--- config.mk ---
export PLATFORM = sky130hd
export DESIGN_NAME = dfg_host_port
export DESIGN_NICKNAME = d
export VERILOG_FILES = /design/src/rtl/dfg_host_pkg.sv /design/src/rtl/dfg_cmd_decode.sv /design/src/rtl/dfg_addr_ptr.sv /design/src/rtl/dfg_mem_seq.sv /design/src/rtl/dfg_host_port.sv
export SDC_FILE = /design/constraint.sdc
export NUM_CORES = 1
export LEC_CHECK = 0
export BUFFER_PORTS_ARGS = -buffer_cell sky130_fd_sc_hd__buf_4
export CORE_ASPECT_RATIO = 1.1
export CORE_MARGIN = 4
export CORE_UTILIZATION = 36
export CTS_BUF_LIST = sky130_fd_sc_hd__clkbuf_8
export DETAILED_ROUTE_END_ITERATION = 16
export MAX_ROUTING_LAYER = met4
export SLEW_MARGIN = 20
export SYNTH_ARGS = -nofsm -noshare
export SYNTH_HDL_FRONTEND = slang
export SYNTH_SLANG_ARGS = --single-unit
--- constraint.sdc ---
create_clock -name clk -period 3.45 [get_ports clk]
set_input_delay 0.345 -clock clk [delete_from_list [all_inputs] [get_ports clk]]
set_output_delay 0.345 -clock clk [all_outputs]
set_load 0.05 [all_outputs]
--- src/rtl/dfg_host_pkg.sv ---
package dfg_host_pkg;

    localparam int DATA_W    = 16;
    localparam int ADDR_W    = 17;
    localparam int HI_W      = ADDR_W - 1;
    localparam int MODE_W    = 3;
    localparam logic [DATA_W-1:0] MODULE_ID = 16'h0174;

    typedef enum logic [1:0] {
        OP_SETPTR = 2'd0,
        OP_RDDATA = 2'd1,
        OP_WRDATA = 2'd2,
        OP_IDENT  = 2'd3
    } host_op_e;

    typedef enum logic [MODE_W-1:0] {
        MODE_RD_WIDE = 3'd0,
        MODE_RD_A    = 3'd1,
        MODE_RD_B    = 3'd2,
        MODE_WR_WIDE = 3'd3,
        MODE_WR_A    = 3'd4,
        MODE_WR_B    = 3'd5
    } acc_mode_e;

    typedef struct packed {
        logic accept;
        logic setptr;
        logic rd;
        logic wr;
        logic ident;
    } cmd_dec_t;

    function automatic logic mode_is_wide(input logic [MODE_W-1:0] m);
        return (m == MODE_RD_WIDE) || (m == MODE_WR_WIDE);
    endfunction

    function automatic logic mode_lsb_init(input logic [MODE_W-1:0] m);
        return (m == MODE_RD_B) || (m == MODE_WR_B);
    endfunction

    function automatic logic mode_is_read(input logic [MODE_W-1:0] m);
        return (m == MODE_RD_WIDE) || (m == MODE_RD_A) || (m == MODE_RD_B);
    endfunction

    function automatic logic mode_legal(input logic [MODE_W-1:0] m, input logic dual);
        case (m)
            MODE_RD_WIDE, MODE_WR_WIDE:                   return !dual;
            MODE_RD_A, MODE_RD_B, MODE_WR_A, MODE_WR_B:   return dual;
            default:                                      return 1'b0;
        endcase
    endfunction

endpackage

--- src/rtl/dfg_cmd_decode.sv ---
module dfg_cmd_decode
    import dfg_host_pkg::*;
(
    input  logic [1:0]        op,
    input  logic [MODE_W-1:0] mode,
    input  logic              dual,
    output cmd_dec_t          dec
);
    host_op_e op_e;
    assign op_e = host_op_e'(op);

    always_comb begin
        dec = '0;
        case (op_e)
            OP_SETPTR: begin
                dec.setptr = 1'b1;
                dec.accept = mode_legal(mode, dual);
            end
            OP_RDDATA: begin
                dec.rd     = 1'b1;
                dec.accept = 1'b1;
            end
            OP_WRDATA: begin
                dec.wr     = 1'b1;
                dec.accept = 1'b1;
            end
            default: begin
                dec.ident  = 1'b1;
                dec.accept = 1'b1;
            end
        endcase
    end


    no_double_kind_chk: assert final ($onehot0({dec.setptr, dec.rd, dec.wr, dec.ident}));
endmodule

--- src/rtl/dfg_addr_ptr.sv ---
module dfg_addr_ptr
    import dfg_host_pkg::*;
#(
    parameter int PTR_HI_W = HI_W
) (
    input  logic                clk,
    input  logic                rst,
    input  logic                load,
    input  logic [PTR_HI_W-1:0] load_hi,
    input  logic [MODE_W-1:0]   load_mode,
    input  logic                adv,
    output logic [PTR_HI_W-1:0] hi,
    output logic                lsb
);
    logic wide;

    always_ff @(posedge clk) begin
        if (rst) begin
            hi   <= '0;
            lsb  <= 1'b0;
            wide <= 1'b1;
        end else if (load) begin
            hi   <= load_hi;
            lsb  <= mode_lsb_init(load_mode);
            wide <= mode_is_wide(load_mode);
        end else if (adv) begin
            if (wide) begin
                lsb <= ~lsb;
                if (lsb) hi <= hi + 1'b1;
            end else begin
                hi <= hi + 1'b1;
            end
        end
    end


    wide_even_step_chk: assert property (@(posedge clk) disable iff (rst)
        adv && !load && wide && !lsb |=> lsb && $stable(hi));

    wide_odd_step_chk: assert property (@(posedge clk) disable iff (rst)
        adv && !load && wide && lsb |=> !lsb && hi == PTR_HI_W'($past(hi) + 1'b1));

    narrow_hold_chk: assert property (@(posedge clk) disable iff (rst)
        adv && !load && !wide |=> $stable(lsb) && hi == PTR_HI_W'($past(hi) + 1'b1));
endmodule

--- src/rtl/dfg_mem_seq.sv ---
module dfg_mem_seq
    import dfg_host_pkg::*;
#(
    parameter int W = DATA_W
) (
    input  logic         clk,
    input  logic         rst,
    input  logic         start_rd,
    input  logic         start_wr,
    input  logic [W-1:0] wdata,
    input  logic         mem_gnt,
    input  logic [W-1:0] mem_rdata,
    output logic         mem_req,
    output logic         mem_we,
    output logic [W-1:0] mem_wdata,
    output logic         adv,
    output logic         busy,
    output logic [W-1:0] data_reg
);
    logic pend;
    logic rd_wait;

    assign mem_req = pend;
    assign adv     = pend && mem_gnt;
    assign busy    = pend || rd_wait;

    always_ff @(posedge clk) begin
        if (rst) begin
            pend      <= 1'b0;
            mem_we    <= 1'b0;
            mem_wdata <= '0;
            rd_wait   <= 1'b0;
            data_reg  <= '0;
        end else begin
            rd_wait <= pend && mem_gnt && !mem_we;
            if (rd_wait) data_reg <= mem_rdata;
            if (pend) begin
                if (mem_gnt) pend <= 1'b0;
            end else if (start_rd || start_wr) begin
                pend   <= 1'b1;
                mem_we <= start_wr;
                if (start_wr) mem_wdata <= wdata;
            end
        end
    end


    req_hold_chk: assert property (@(posedge clk) disable iff (rst)
        mem_req && !mem_gnt |=> mem_req && $stable(mem_we) && $stable(mem_wdata));

    no_start_when_busy_chk: assert property (@(posedge clk) disable iff (rst)
        busy |-> !(start_rd || start_wr));
endmodule

--- src/rtl/dfg_host_port.sv ---
module dfg_host_port
    import dfg_host_pkg::*;
#(
    parameter int P_DATA_W = DATA_W,
    parameter int P_ADDR_W = ADDR_W,
    localparam int P_HI_W  = P_ADDR_W - 1
) (
    input  logic                clk,
    input  logic                rst,
    input  logic                cfg_dual,
    input  logic                cmd_valid,
    input  logic [1:0]          cmd_op,
    input  logic [MODE_W-1:0]   cmd_mode,
    input  logic [P_DATA_W-1:0] cmd_wdata,
    output logic                host_ready,
    output logic                rsp_valid,
    output logic                rsp_ack,
    output logic [P_DATA_W-1:0] rsp_data,
    output logic                irq_o,
    output logic                mem_req,
    output logic                mem_we,
    output logic [P_ADDR_W-1:0] mem_addr,
    output logic [P_DATA_W-1:0] mem_wdata,
    input  logic                mem_gnt,
    input  logic [P_DATA_W-1:0] mem_rdata
);
    cmd_dec_t              dec;
    logic                  take;
    logic                  busy;
    logic                  adv;
    logic                  ptr_load;
    logic                  start_rd;
    logic                  start_wr;
    logic [P_HI_W-1:0]     ptr_hi;
    logic                  ptr_lsb;
    logic [P_DATA_W-1:0]   data_reg;
    logic [P_DATA_W-1:0]   rsp_next;

    assign host_ready = !busy;
    assign take       = cmd_valid && host_ready;
    assign irq_o      = 1'b0;
    assign mem_addr   = {ptr_hi, ptr_lsb};

    dfg_cmd_decode u_dec (
        .op   (cmd_op),
        .mode (cmd_mode),
        .dual (cfg_dual),
        .dec  (dec)
    );

    assign ptr_load = take && dec.accept && dec.setptr;
    assign start_rd = take && dec.accept && (dec.rd || (dec.setptr && mode_is_read(cmd_mode)));
    assign start_wr = take && dec.accept && dec.wr;

    dfg_addr_ptr #(.PTR_HI_W(P_HI_W)) u_ptr (
        .clk       (clk),
        .rst       (rst),
        .load      (ptr_load),
        .load_hi   (cmd_wdata[P_HI_W-1:0]),
        .load_mode (cmd_mode),
        .adv       (adv),
        .hi        (ptr_hi),
        .lsb       (ptr_lsb)
    );

    dfg_mem_seq #(.W(P_DATA_W)) u_seq (
        .clk       (clk),
        .rst       (rst),
        .start_rd  (start_rd),
        .start_wr  (start_wr),
        .wdata     (cmd_wdata),
        .mem_gnt   (mem_gnt),
        .mem_rdata (mem_rdata),
        .mem_req   (mem_req),
        .mem_we    (mem_we),
        .mem_wdata (mem_wdata),
        .adv       (adv),
        .busy      (busy),
        .data_reg  (data_reg)
    );

    always_comb begin
        rsp_next = '0;
        if (dec.rd)    rsp_next = data_reg;
        if (dec.ident) rsp_next = P_DATA_W'(MODULE_ID);
    end

    always_ff @(posedge clk) begin
        if (rst) begin
            rsp_valid <= 1'b0;
            rsp_ack   <= 1'b0;
            rsp_data  <= '0;
        end else begin
            rsp_valid <= take;
            rsp_ack   <= take && dec.accept;
            rsp_data  <= take ? rsp_next : '0;
        end
    end


    reject_quiet_chk: assert property (@(posedge clk) disable iff (rst)
        rsp_valid && !rsp_ack |-> !mem_req);

    addr_hold_chk: assert property (@(posedge clk) disable iff (rst)
        mem_req && !mem_gnt |=> $stable(mem_addr));

    busy_while_req_chk: assert property (@(posedge clk) disable iff (rst)
        mem_req |-> !host_ready);

    read_return_busy_chk: assert property (@(posedge clk) disable iff (rst)
        mem_req && mem_gnt && !mem_we |=> !host_ready);

    rsp_origin_chk: assert property (@(posedge clk) disable iff (rst)
        rsp_valid |-> $past(cmd_valid && host_ready));
endmodule

==> metrics.txt, run 1 <==
status=finished clean; TritonCTS clock tree=yes; largest net degree at the start of global routing=57; per-cell routed wire length=15.3 um; chip width=94.0 um; Cell variety after synth=44; H-Tree Depth=3; Clock power frac=37.5%; drt total wl=7970 um; drt first pass iters=4; number of global-route vias before repair=2431; clock skew=10.7 ps; Post-CTS Setup Inserts=0; fin crit period=2200 ps; Hold WC Path Type=in2reg; via/cell ratio=5.01; period utilization=63.7%; Arr. time, crit path=2420 ps; layout net count=451; dpl hpwl=5860 um; Cell Chain, Critical Path=nor3b_1, nand2_1, a21o_1, a211o_1; DR DRC count=0; Final Max Tran Viols=0; fmax=455 MHz; hold slack=242 ps; Sw Share=27.6%; pre-CTS WS=1100 ps; sequential area share after synthesis=48.5%; final worst slack=1250 ps; total die area=9650 um2; Worst setup SP type=flip-flop; final hold vios=0; gr ovfl total=0; Setup-failing EPs final=0; Post-Synthesis Cells=325; Net Sw Power=486 uW; GPL Wtd Cong=0.781; Die Ht=103 um; Post-Syn Area=2930 um2; Critical-path top delay cell=a21o_1; first-pass GRT wire length=12300 um; Num CTS Buffers=9; io pins=97; layout cells sized above 1=27.9%; critical path type=reg2reg; DR vias=2604; syn_nets=368; diode count=0; Crit path required time=3680 ps; Worst VDD drop=0.189 mV; Gate power share=13.7%; Initial Util=37.0%; First DRT Iteration DRCs=78; Pint=1280 uW; relative slew slack=36.5%; setup TNS=0 ps; total clock sinks=71; Lkg Pwr=0.00149 uW; Area Growth Syn to Fin=32.2%; GRT Total Usage=17.0%; initial antenna violation count=0; Critical Path Max Stage Delay=510 ps; synth warn=0; CP max FO=18; final core occ=49.0%; core area=7910 um2; maximum root-to-sink buffer count=2; Mean Syn Cell Area=9.02 um2; max_cap viols=0; root buf cell=clkbuf_8; Skew-Pair Late Insertion Delay=340 ps; antenna-violating nets left=0; Least-Margin Pin Slew=948 ps; CP bufs+invs=0; CP endpoint kind=flip-flop; RSZ-0062 raised after global routing=no; Site Rows=34; cts repair resizes=0; pwr/cell area=455 nW/um2; PortBufs=95; Synth Register Bits=71; Clock transition at path regs=80 ps; cell family with most CP delay=compound AO/OA/AOI/OAI gates; register share of total power=48.8%; CTS hold repair buffers=0
==> Yosys cell counts, drive strengths merged <==
master	instances	area, um2
nor3b	2	20.0
ha	1	12.5
and3	1	6.26
xor2	5	43.8
nand3	8	40.0
buf	10	55.1
o31a	2	17.5
mux2i	17	170
nor2b	1	6.26
and2	12	75.1
nand3b	6	45.0
nand2b	1	6.26
a32o	1	10.0
o311a	1	10.0
nand2	40	153
a311oi	10	87.6
mux2	1	11.3
nor2	34	128
a211oi	22	165
o31ai	4	30.0
dfxtp	71	1420
or3b	1	8.76
nor3	3	15.0
o21bai	1	7.51
or3	5	31.3
conb	1	3.75
inv	5	18.8
o41ai	1	8.76
a21oi	20	100
a211o	1	8.76
or4	5	37.5
a2111oi	1	8.76
and4	1	8.76
nor4	1	6.26
o21ai	5	25.0
a21boi	1	7.51
clkbuf	14	52.6
xnor2	4	35.0
nand4	4	25.0
a21o	1	7.51
==> power by group through the flow <==
| stage | sequential (uW) | combinational (uW) | clock [uW] |
|---|---|---|---|
| finish | 860 | 242 | 660 |
| global route | 863 | 260 | 722 |
| CTS | 860 | 244 | 676 |
| detailed placement | 879 | 243 | 0 |
| global placement | 879 | 241 | 0 |
| floorplan | 937 | 91.1 | 0 |
==> kinds of logic (layout without fill, tap and decap cells) <==
| group | count (synthesis) | after routing | synth area share [%] |
|---|---|---|---|
| adder cells (fa/ha/maj) | 1 | 1 | 0.427 |
| other | 1 | 1 | 0.128 |
| AO/OA/AOI/OAI | 71 | 71 | 16.9 |
| multiplexers | 18 | 18 | 6.19 |
| AND/OR/NAND/NOR | 125 | 125 | 20.9 |
| XOR/XNOR | 9 | 9 | 2.69 |
| flip-flops | 71 | 71 | 48.5 |
| buffers and inverters | 29 | 116 | 4.31 |
==> routing by layer <==
metal / vias up / share of wire, % / global-route usage, %
met2: 83 / 45 / 25.9
li1: 1324 / - / -
met3: 11 / 6.6 / 4.53
met5: - / 0 / -
met1: 1186 / 47 / 22.3
met4: 0 / 1.2 / 5.00
==> placed cells by master, fill, tap and decap left out, types with 5 or more instances in the layout <==
cell type,instances
nor2_1,34
xor2_1,5
clkbuf_8,10
or3_1,5
nand3b_1,6
dfxtp_1,71
a211oi_1,22
inv_1,5
mux2i_1,17
a21oi_1,20
nand2_1,39
and2_1,12
buf_4,96
o21ai_0,5
or4_1,5
a311oi_1,10
nand3_1,8
==> tightest hold or removal path, cell delays in order <==
cell	delay [ps]
buf_4	80
mux2i_1	50
nor2_1	70
==> layout make-up <==
type / instances / area [um2]
Inverter: 5 / 18.8
Timing Repair Buffer: 96 / 721
Clock buffer: 10 / 138
Tap cell: 108 / 135
Sequential cell: 71 / 1420
Multi-Input combinational cell: 225 / 1380
Clock inverter: 5 / 58.8
Fill cell: 802 / 4040
==> worst paths after layout <==
check                                        from           endpoint  slack, ps  cells past startpoint
worst max-delay path                u_seq.mem_req         u_ptr.wide       1250                      4
worst min-delay path                 mem_rdata[0]  u_seq.data_reg[0]        240                      3
worst max register to register      u_seq.mem_req         u_ptr.wide       1250                      4
worst min register to register  u_seq.data_reg[7]        rsp_data[7]        440                      1
==> through the flow <==
stage                     std cells  instance area, um2  power [uW]
after detailed placement        505                3680        1120
after global placement          505                3680        1120
after global routing            520                3870        1850
after CTS                       520                3870        1780
after floorplan                 325                2930        1030
final                           520                3870        1760
Note: power is estimated with default switching activity, not from simulation.
==> run 2, diff against run 1 <==
--- a/config.mk
+++ b/config.mk
@@ -5,6 +5,7 @@
 export SDC_FILE = /design/constraint.sdc
 export NUM_CORES = 1
 export LEC_CHECK = 0
+export ABC_AREA = 1
 export BUFFER_PORTS_ARGS = -buffer_cell sky130_fd_sc_hd__buf_4
 export CORE_ASPECT_RATIO = 1.1
 export CORE_MARGIN = 4
==> constraint.sdc (replaced) <==
create_clock -name clk -period 2.1 [get_ports clk]
set_input_delay 0.21 -clock clk [delete_from_list [all_inputs] [get_ports clk]]
set_output_delay 0.21 -clock clk [all_outputs]
set_load 0.05 [all_outputs]
==> run 2 against run 1 <==
Flip-flop and latch count stayed put. Synthesized cell count increased by 42%. Worst hold slack got worse by 160 ps. Non-clock buffer count up 5. Global-route usage up 0.30 points. Die area increased by 10%. Clock power up 61%. Register-to-register slack got worse by 890 ps. Synthesized area is 11% higher. Critical path depth rose by 2.
==> metrics.txt, run 2 <==
leading register cell type out of synthesis=dfxtp_1; layout cells sized above 1=25.6%; via/cell ratio=4.69; Post-Synthesis Cells=463; commonest cells after routing, fill and taps aside=nand2_1, buf_4, dfxtp_1, nor2_1, inv_1; Die Ht=108 um; total clock sinks=71; status=finished clean; Final Max Tran Viols=0; Site Rows=36; initial antenna violation count=0; synth warn=0; DR DRC count=0; final hold vios=0; R2R Path End=u_ptr.hi[13]; CP bufs+invs=0; PortBufs=95; most frequent cell after synthesis=nand2_1; DR vias=3159; CTS hold repair buffers=0; Area Growth Syn to Fin=29.1%; antenna-violating nets left=0; diode count=0; commonest cells in the synthesized netlist=nand2_1, dfxtp_1, nor2_1, inv_1, a21oi_1; TritonCTS clock tree=yes; Crit path required time=2350 ps; GRT Total Usage=17.3%; syn_nets=506; Critical Path Max Stage Delay=400 ps; Synth Register Bits=71; Initial Util=36.8%; pwr/cell area=688 nW/um2; Lkg Pwr=0.00203 uW; First DRT Iteration DRCs=134; Hold Path End=u_seq.data_reg[4]; Synth area leaders=dfxtp_1, nand2_1, nor2_1; H-Tree Depth=3; chip width=98.8 um; period utilization=82.5%; core area=8870 um2; cts repair resizes=0; Setup-failing EPs final=0; layout net count=597; Cell Chain, Critical Path=nor3b_4, nand3_4, nand2_4, nand2_4, nor2_1, nor2_1; Yosys top cell area share=43.5%; leading area contributor after synthesis=dfxtp_1; RSZ-0062 raised after global routing=no; Worst VDD drop=0.335 mV; R2R cell count=6; Critical-path top delay cell=dfxtp_1; root buf cell=clkbuf_8; fmax=577 MHz; Critical R2R Launch=u_seq.rd_wait; Synth async-reset ratio=0%; CP endpoint kind=flip-flop; Mean Syn Cell Area=7.05 um2; number of global-route vias before repair=2957; total die area=10700 um2; setup TNS=0 ps; Hold WC Path Type=in2reg; GPL Wtd Cong=0.848; per-cell routed wire length=13.3 um; Arr. time, crit path=1990 ps; Worst Hold Launch=mem_rdata[4]; sequential area share after synthesis=43.5%; dpl hpwl=6650 um; Cell variety after synth=29; Clock transition at path regs=90 ps; Post-Syn Area=3260 um2; drt first pass iters=4; max_cap viols=0; Skew-Pair Late Insertion Delay=360 ps; Post-Place Cells=657; drt total wl=8950 um; fin cells=673; fin crit period=1730 ps; CP max FO=28; Num CTS Buffers=9; most common cell after layout, fill and taps aside=nand2_1; cell family with most CP delay=simple AND/OR/NAND/NOR gates; maximum root-to-sink buffer count=2; Post-CTS Setup Inserts=0; Worst setup SP type=flip-flop; critical path type=reg2reg; first-pass GRT wire length=14300 um; hold path depth=3; R2R setup slack=370 ps; io pins=97; gr ovfl total=0; clock skew=9.47 ps; largest net degree at the start of global routing=34; number of flops mapped to enable cells by yosys=0
-- run 2: kinds of logic after synthesis --
group	Yosys count	share of synthesized area, %
AND/OR/NAND/NOR	261	36.3
flip-flops	71	43.5
buffers and inverters	69	9.77
AO/OA/AOI/OAI	57	9.12
XOR/XNOR	3	0.805
adder cells (fa/ha/maj)	1	0.383
other	1	0.115
-- run 2: stage by stage --
step	worst slack, ps	instance area, um2	hold slack [ps]	util [%]	power, uW
floorplan	258	3260	345	-	1710
global placement	380	4030	423	45.4	1870
detailed placement	343	4030	434	45.4	1870
CTS	321	4210	75.3	47.5	2920
global route	147	4210	96.3	47.5	3020
finish	367	4210	86.0	47.5	2900
-- run 2: routing by layer --
layer | track usage (%) | vias to the layer above | part of all wire (%)
met5 | - | - | 0
met4 | 6.44 | 0 | 1.2
met3 | 3.24 | 10 | 6.1
met2 | 27.9 | 99 | 47
met1 | 21.5 | 1401 | 45
li1 | - | 1649 | -
-- run 2: layout make-up --
cell class,instances,area [um2]
Clock buffer,9,124
Clock inverter,7,63.8
Fill cell,899,4660
Inverter,48,180
Multi-Input combinational cell,323,1520
Sequential cell,71,1420
Tap cell,114,143
Timing Repair Buffer,101,758
-- run 2: report_power, final --
group	internal [uW]	switching, uW	total (uW)
sequential	1380	27.4	1410
clock	455	605	1060
combinational	147	280	427
total	1990	912	2900
-- run 2: how the worst max path moves through the flow --
stage	cells past startpoint	from	endpoint	slack [ps]
2_1_floorplan	10	u_ptr.hi[1]	u_ptr.hi[12]	260
4_1_cts	7	u_seq.rd_wait	u_ptr.hi[1]	320
5_1_grt	7	u_seq.rd_wait	u_ptr.hi[7]	150
6_report	6	u_seq.rd_wait	u_ptr.hi[13]	370
3_5_place_dp	7	u_seq.rd_wait	u_ptr.hi[1]	340
3_3_place_gp	7	u_seq.rd_wait	u_ptr.hi[1]	380
-- run 2: worst reg2reg max path, cell delays in order, from the launching register on --
cell and delay [ps]:
dfxtp_1 400, nor3b_4 390, nand3_4 260, nand2_4 170, nand2_4 190, nor2_1 170, nor2_1 50
